`config.mk`:
```
export PLATFORM = sky130hd
export DESIGN_NAME = i2s_stereo_tx
export DESIGN_NICKNAME = d
export VERILOG_FILES = /design/src/rtl/i2s_stereo_tx.sv
export SDC_FILE = /design/constraint.sdc
export NUM_CORES = 1
export LEC_CHECK = 0
export ABC_AREA = 1
export BUFFER_PORTS_ARGS = -buffer_cell sky130_fd_sc_hd__buf_2
export CORE_MARGIN = 2
export CORE_UTILIZATION = 40
export DETAILED_ROUTE_END_ITERATION = 10
export SYNTH_ARGS = -nofsm -noshare
export SYNTH_HDL_FRONTEND = slang
export SYNTH_SLANG_ARGS = --single-unit
```
`constraint.sdc`:
```
create_clock -name clk -period 2.4 [get_ports clk]
set_input_delay 0.36 -clock clk [delete_from_list [all_inputs] [get_ports clk]]
set_output_delay 0.36 -clock clk [all_outputs]
set_load 0.005 [all_outputs]
```
`src/rtl/i2s_stereo_tx.sv`:
```
module i2s_stereo_tx #(
  parameter int DW      = 16,
  parameter int CW      = 8,
  parameter int MW      = 6,
  parameter int DIV_RST = 8
) (
  input  logic          clk,
  input  logic          rst_n,
  input  logic          wr_en,
  input  logic [1:0]    wr_addr,
  input  logic [DW-1:0] wr_data,
  input  logic          irq_clr,
  output logic          sck,
  output logic          ws,
  output logic          sd,
  output logic          irq,
  output logic [1:0]    status
);
  localparam int BW = $clog2(2*DW);
  localparam logic [BW-1:0] LAST = BW'(2*DW-1);
  localparam logic [BW-1:0] HALF = BW'(DW);

  logic [DW-1:0] left_q, right_q, sh_q;
  logic [CW-1:0] div_q, cnt_q;
  logic [MW-1:0] mode_q;
  logic [BW-1:0] bit_q, bit_nx;
  logic          sck_q, irq_q;

  function automatic logic strobe_of(input logic [BW-1:0] b);
    return (b >= HALF - 1'b1) && (b != LAST);
  endfunction

  wire en        = mode_q[0];
  wire ws_en     = mode_q[2];
  wire div_wr    = wr_en && (wr_addr == 2'd2);
  wire restart   = !en || div_wr;
  wire half_tick = (cnt_q == div_q);
  wire fall_tick = half_tick && sck_q && !restart;

  assign bit_nx = (bit_q == LAST) ? '0 : bit_q + 1'b1;

  wire ws_now  = strobe_of(bit_q);
  wire ws_next = strobe_of(bit_nx);
  wire ev_rise = ws_en && mode_q[3] && !ws_now && ws_next;
  wire ev_fall = ws_en && mode_q[4] && ws_now && !ws_next;
  wire ev_word = mode_q[5] && (bit_nx == '0 || bit_nx == HALF);
  wire irq_set = fall_tick && (ev_rise || ev_fall || ev_word);

  always_ff @(posedge clk or negedge rst_n) begin
    if (!rst_n) begin
      left_q  <= '0;
      right_q <= '0;
      div_q   <= CW'(DIV_RST);
      mode_q  <= '0;
    end else if (wr_en) begin
      case (wr_addr)
        2'd0: left_q  <= wr_data;
        2'd1: right_q <= wr_data;
        2'd2: div_q   <= wr_data[CW-1:0];
        default: mode_q <= wr_data[MW-1:0];
      endcase
    end
  end

  always_ff @(posedge clk or negedge rst_n) begin
    if (!rst_n) begin
      cnt_q <= '0;
      sck_q <= 1'b0;
      bit_q <= LAST;
      sh_q  <= '0;
    end else if (restart) begin
      cnt_q <= '0;
      sck_q <= 1'b0;
      bit_q <= LAST;
      sh_q  <= '0;
    end else if (half_tick) begin
      cnt_q <= '0;
      sck_q <= !sck_q;
      if (sck_q) begin
        bit_q <= bit_nx;
        if (bit_nx == '0)       sh_q <= left_q;
        else if (bit_nx == HALF) sh_q <= right_q;
        else                    sh_q <= {sh_q[DW-2:0], 1'b0};
      end
    end else begin
      cnt_q <= cnt_q + 1'b1;
    end
  end

  always_ff @(posedge clk or negedge rst_n) begin
    if (!rst_n)       irq_q <= 1'b0;
    else if (irq_set) irq_q <= 1'b1;
    else if (irq_clr) irq_q <= 1'b0;
  end

  assign sck    = sck_q;
  assign ws     = ws_now && ws_en;
  assign sd     = sh_q[DW-1];
  assign irq    = irq_q;
  assign status = {en && (bit_q < HALF), ws};
endmodule

```
== Word-level counts from Yosys, hierarchy flattened ==
Cells that the tools add are included.
Word-level totals
  bits in registers: 77
  output and inout port bits: 6
Operators by class
  reductions and logical operators: 35
  muxes and demuxes: 15
  equality and inequality tests: 7
  bitwise logic cells: 1
  add/subtract/negate cells: 2
  $lt $le $gt $ge: 3
Operators by type and width (count)
  two-way mux 16 bit: 5
  two-way mux 5 bit: 4
  two-way mux 8 bit: 2
  logical AND 1 bit: 15
  equality test 5 bit (second input constant): 2
  >= comparator 5 x 4 -> 1 bit (second input constant): 2
  inequality test 5 bit (second input constant): 2
  AND reduction 2 bit: 5
  adder 8 x 1 -> 8 bit (second input constant): 1
  equality test 8 bit: 1
  nonzero test 2 bit: 3
  adder 5 x 1 -> 5 bit (second input constant): 1
  zero test 1 bit: 5
  zero test 5 bit: 1
  less-than comparator 5 bit (second input constant): 1
  logical OR 1 bit: 4
  two-way mux 1 bit: 4
  OR reduction 3 bit: 1
  equality test 2 x 1 -> 1 bit (second input constant): 1
  equality test 2 bit (second input constant): 1
  zero test 2 bit: 1
  inverter 1 bit: 1

== Depth between registers and ports, before layout ==
  word-level depth: 10
  depth in mapped cells: 15
  mapped depth without buffers: 14

== Worst setup path before layout ==
OpenSTA, ideal clock, no wires.
  kind: register -> register
  start: reg bit_q[0]
  end: reg sh_q[12]
  arrival: 2.028 ns
  library setup time: 0.065 ns
  buffers on the path: 1
  data required time: 2.335 ns
  path slack: 0.307 ns
  cell stages (with the launch flop): 16
  cell sequence: dfstp_2 ha_1 nand2_2 nor2_1 ha_1 inv_2 nand2_1 nor2_2 nor2_4 nand2_8 nor2_8 buf_12 nand2_2 nand3_2 nand2_1 nand2_1
Between the ends
  longest elaborated chain between the ends: 8
  elaborated cells on any way between the ends: 10
RTL lines
  start, declared: RTL line 26  | logic [BW-1:0] bit_q, bit_nx;
  start signal, assigned: RTL line 80  | bit_q <= bit_nx;
  adder 5 x 1 -> 5 bit or equality test 5 bit (tied branches): RTL line 40  | assign bit_nx = (bit_q == LAST) ? '0 : bit_q + 1'b1;
  two-way mux 5 bit *: RTL line 40
  equality test 5 bit: RTL line 82  | else if (bit_nx == HALF) sh_q <= right_q;
  two-way mux 16 bit: RTL line 82
  two-way mux 16 bit *: RTL line 81  | if (bit_nx == '0) sh_q <= left_q;
  two-way mux 16 bit *: RTL line 79  | if (sck_q) begin
  two-way mux 16 bit *: RTL line 76  | end else if (half_tick) begin
  two-way mux 16 bit *: RTL line 71  | end else if (restart) begin
  end signal, assigned: RTL line 81
  end signal, assigned: RTL line 82
  end signal, assigned: RTL line 83  | else sh_q <= {sh_q[DW-2:0], 1'b0};
  end, declared: RTL line 23  | logic [DW-1:0] left_q, right_q, sh_q;
Every way passes the cells marked *; elsewhere a longest branch is shown, timed or not. The select of a mux whose other input is x is not followed.
A chain may end at the register's enable or synchronous reset.

== Final worst setup path ==
Ends and elaborated chain as after synthesis.

==> run metrics <==
run status completed; Mapped Cells 450; critical path arrival approximately 2.5 ns; syn_nets roughly 480; Synth-to-Final Area Change 14.5%; fmax ~0.45 GHz; WP data required ~2.7 ns; Setup Skew 0.00737 ns; Power Dens Cells 792 mW/mm^2; Die Area about 0.010 sq mm; Slew @ Worst Pin around 0.63 ns; Mean Syn Cell Area 8.27 sq um; total CTS buffers 9; mapped cell area around 0.0037 sq mm; Routed met1 length approximately 3.7 mm; Row Count 35; flops & latches, synth between 70 and 80; layout cells sized above 1 a little under a fifth; DP HPWL between 5 and 6 mm; Clock power frac 33.6%; first-pass GRT wire length between 10 and 15 mm; Final min period around 2.2 ns; Met2 Wirelength 3.44 mm; # Max-Cap Violations 0; DRC Markers 0; routability cong. a little under 0.9; internal power about 2.4 mW; Starting DRT DRC Count 160; WL/cell approximately 12 microns; critical path class reg -> reg; Worst Hold Class in -> async; initial antenna violation count 0; clock-pin transition on the worst setup and hold timing paths 0.08 ns; Synth Warn # 0; Worst setup SP type flip-flop; Tot Pwr 3.37 mW; Hold Fails Final Rpt 0; ANT cells 0; top layer in use met4; htree depth 3; post-route cell area 0.00426 sq mm; WL final ~7.5 mm; Synth area leaders dfrtp_1 (47%), nand2_1 (17%), o21ai_0 (5.9%); port bufs 27; met3 wire len 228 microns; RSZ-0062 raised after global routing false; Max Slew Vio Count 0; Setup TNS 0 ns; CTS Sinks 76; Die Ht 100 microns; NumNets Final between 500 and 600; maximum VDD drop 0.437 mV; Relative slew margins approximately 58%; Min Hold Slack around 0.013 ns; post-synthesis sequential area ratio 51.3%; largest net degree at the start of global routing 50; chip width 100 microns; # setup viols final 0; CTS tree done; Final period util ~90%; Critical Path Fanout Max 11; io pins 28; clk root buf clkbuf_8; sw frac between 20 and 30%; worst-case clock buffer depth 2; Comb pwr share 21.6%; Antenna Nets Post-Route 0; DP Area just under 0.004 sq mm; iteration count of the initial detailed-routing pass 4; Congestion Overflow GR 0; Lkg Pwr 2.23 nW; Initial Util about two fifths; GRT Total Usage between 15 and 20%; top cell type by total area after synthesis dfrtp_1; vias in the first global route 2,705; Reg power frac around 45%; Sw Pwr 1.01 mW; Yosys top cell area share between 40% and 50%; Synth cell types 34; vias per cell roughly 4.7; Critical Path End Type flip-flop; Core ar. 0.00915 sq mm; total number of vias ~2,800; clk_lat worst skew between 0.3 and 0.4 ns
==> power by group through the flow <==
| stage | combinational, mW | clock [mW] | sequential, mW |
|---|---|---|---|
| final | 0.728 | 1.13 | 1.51 |
| after global routing | 0.826 | 1.21 | 1.53 |
| after CTS | 0.701 | 1.16 | 1.51 |
| after detailed placement | 0.661 | 0 | 1.53 |
| after global placement | 0.645 | 0 | 1.54 |
| after floorplan | 0.547 | 0 | 1.51 |
==> sequential cells by signal, summed over array words and instances (netlist names) <==
register  cells
left_q       16
right_q      16
sh_q         16
cnt_q         8
div_q         8
bit_q         5
mode_q        5
irq           1
sck           1
==> cell usage in the layout (no fill, tap or decap), types with 2 or more instances in the layout <==
cell	Yosys	layout
nor2_2	2	2
bufinv_16	0	2
dfrtp_1	70	70
nor2_1	21	20
nor3b_1	2	2
nor2_8	3	3
nand4_1	7	7
buf_12	3	3
inv_1	42	42
nor2_4	2	4
clkbuf_8	0	12
a21oi_1	10	10
ha_1	4	2
nand2_2	12	12
nand3_1	23	23
nor3_1	3	3
o21ai_0	44	44
inv_2	4	4
dfstp_2	6	6
nand2_1	169	169
buf_2	0	26
nand3_2	2	2
buf_4	2	8
==> cell usage after synthesis, drive strengths merged <==
| master | number |
|---|---|
| a21boi | 1 |
| a21oi | 10 |
| buf | 7 |
| clkbuf | 7 |
| clkinv | 2 |
| dfrtp | 70 |
| dfstp | 6 |
| ha | 4 |
| inv | 46 |
| nand2 | 183 |
| nand3 | 26 |
| nand3b | 1 |
| nand4 | 7 |
| nor2 | 28 |
| nor3 | 3 |
| nor3b | 2 |
| o21ai | 44 |
| or2 | 1 |
| xnor2 | 1 |
| xor2 | 1 |
==> critical path, stage by stage (launching register included) <==
cell	delay, ns
dfstp_2	0.58
ha_4	0.16
nand2_2	0.08
nor2_4	0.11
ha_2	0.19
inv_2	0.05
nand2_1	0.07
nor2_2	0.06
nor2_4	0.17
nand2_8	0.12
nor2_4	0.27
nand2_1	0.10
nand3_2	0.07
nand2_1	0.05
nand2_1	0.05
==> cell type report <==
class	instances	area (sq um)
fillers	872	4890
flip-flops and latches	76	1910
multi-input cells	313	1530
repair buffers	37	250
inverters	48	193
clock buffers	13	169
well taps	111	139
clock inverters	3	67.6
==> per-stage QoR <==
step | utilization [%] | setup WS (ns) | cells
6_report | 46.6 | 0.186 | 601
5_1_grt | 46.6 | 0.0330 | 601
4_1_cts | 46.0 | 0.0636 | 598
3_5_place_dp | 43.1 | 0.00819 | 580
3_3_place_gp | 43.1 | 0.122 | 580
2_1_floorplan | - | 0.307 | 450
==> worst paths after layout <==
| path | startpoint | endpoint | slack [ns] | cells after the start |
|---|---|---|---|---|
| max in group asynchronous | rst_n | bit_q[0] | 1.74 | 2 |
| min in group clk | wr_data[0] | div_q[0] | 0.23 | 3 |
| max | bit_q[0] | sh_q[12] | 0.19 | 14 |
| min reg2reg | sh_q[13] | sh_q[13] | 0.48 | 2 |
| max reg2reg | bit_q[0] | sh_q[12] | 0.19 | 14 |
| min | rst_n | cnt_q[1] | 0.01 | 1 |
==> logic make-up (layout without fill, tap and decap cells) <==
| kind of cell | after synthesis | after routing | synth area share, % |
|---|---|---|---|
| AOI/OAI and AO/OA | 55 | 55 | 7.46 |
| xor gates and xnor gates | 2 | 2 | 0.471 |
| and+or+nand+nor | 251 | 252 | 31.0 |
| adders and majority gates | 4 | 4 | 1.34 |
| buffers and inverters | 62 | 101 | 8.40 |
| DFF | 76 | 76 | 51.3 |
==> per-layer routing <==
metal	up-vias	track usage [%]
met5	-	0
met4	0	6.95
met3	11	3.47
met2	26	25.4
met1	1304	22.8
li1	1480	-
==> repair_timing <==
item,CTS,global route
setup endpoints to repair,2,18
pin swaps,1,2
hold buffers,0,0
resized for setup,0,5
buffers inserted,2,2
cloned,0,1
Power figures use the tool's default switching activity.
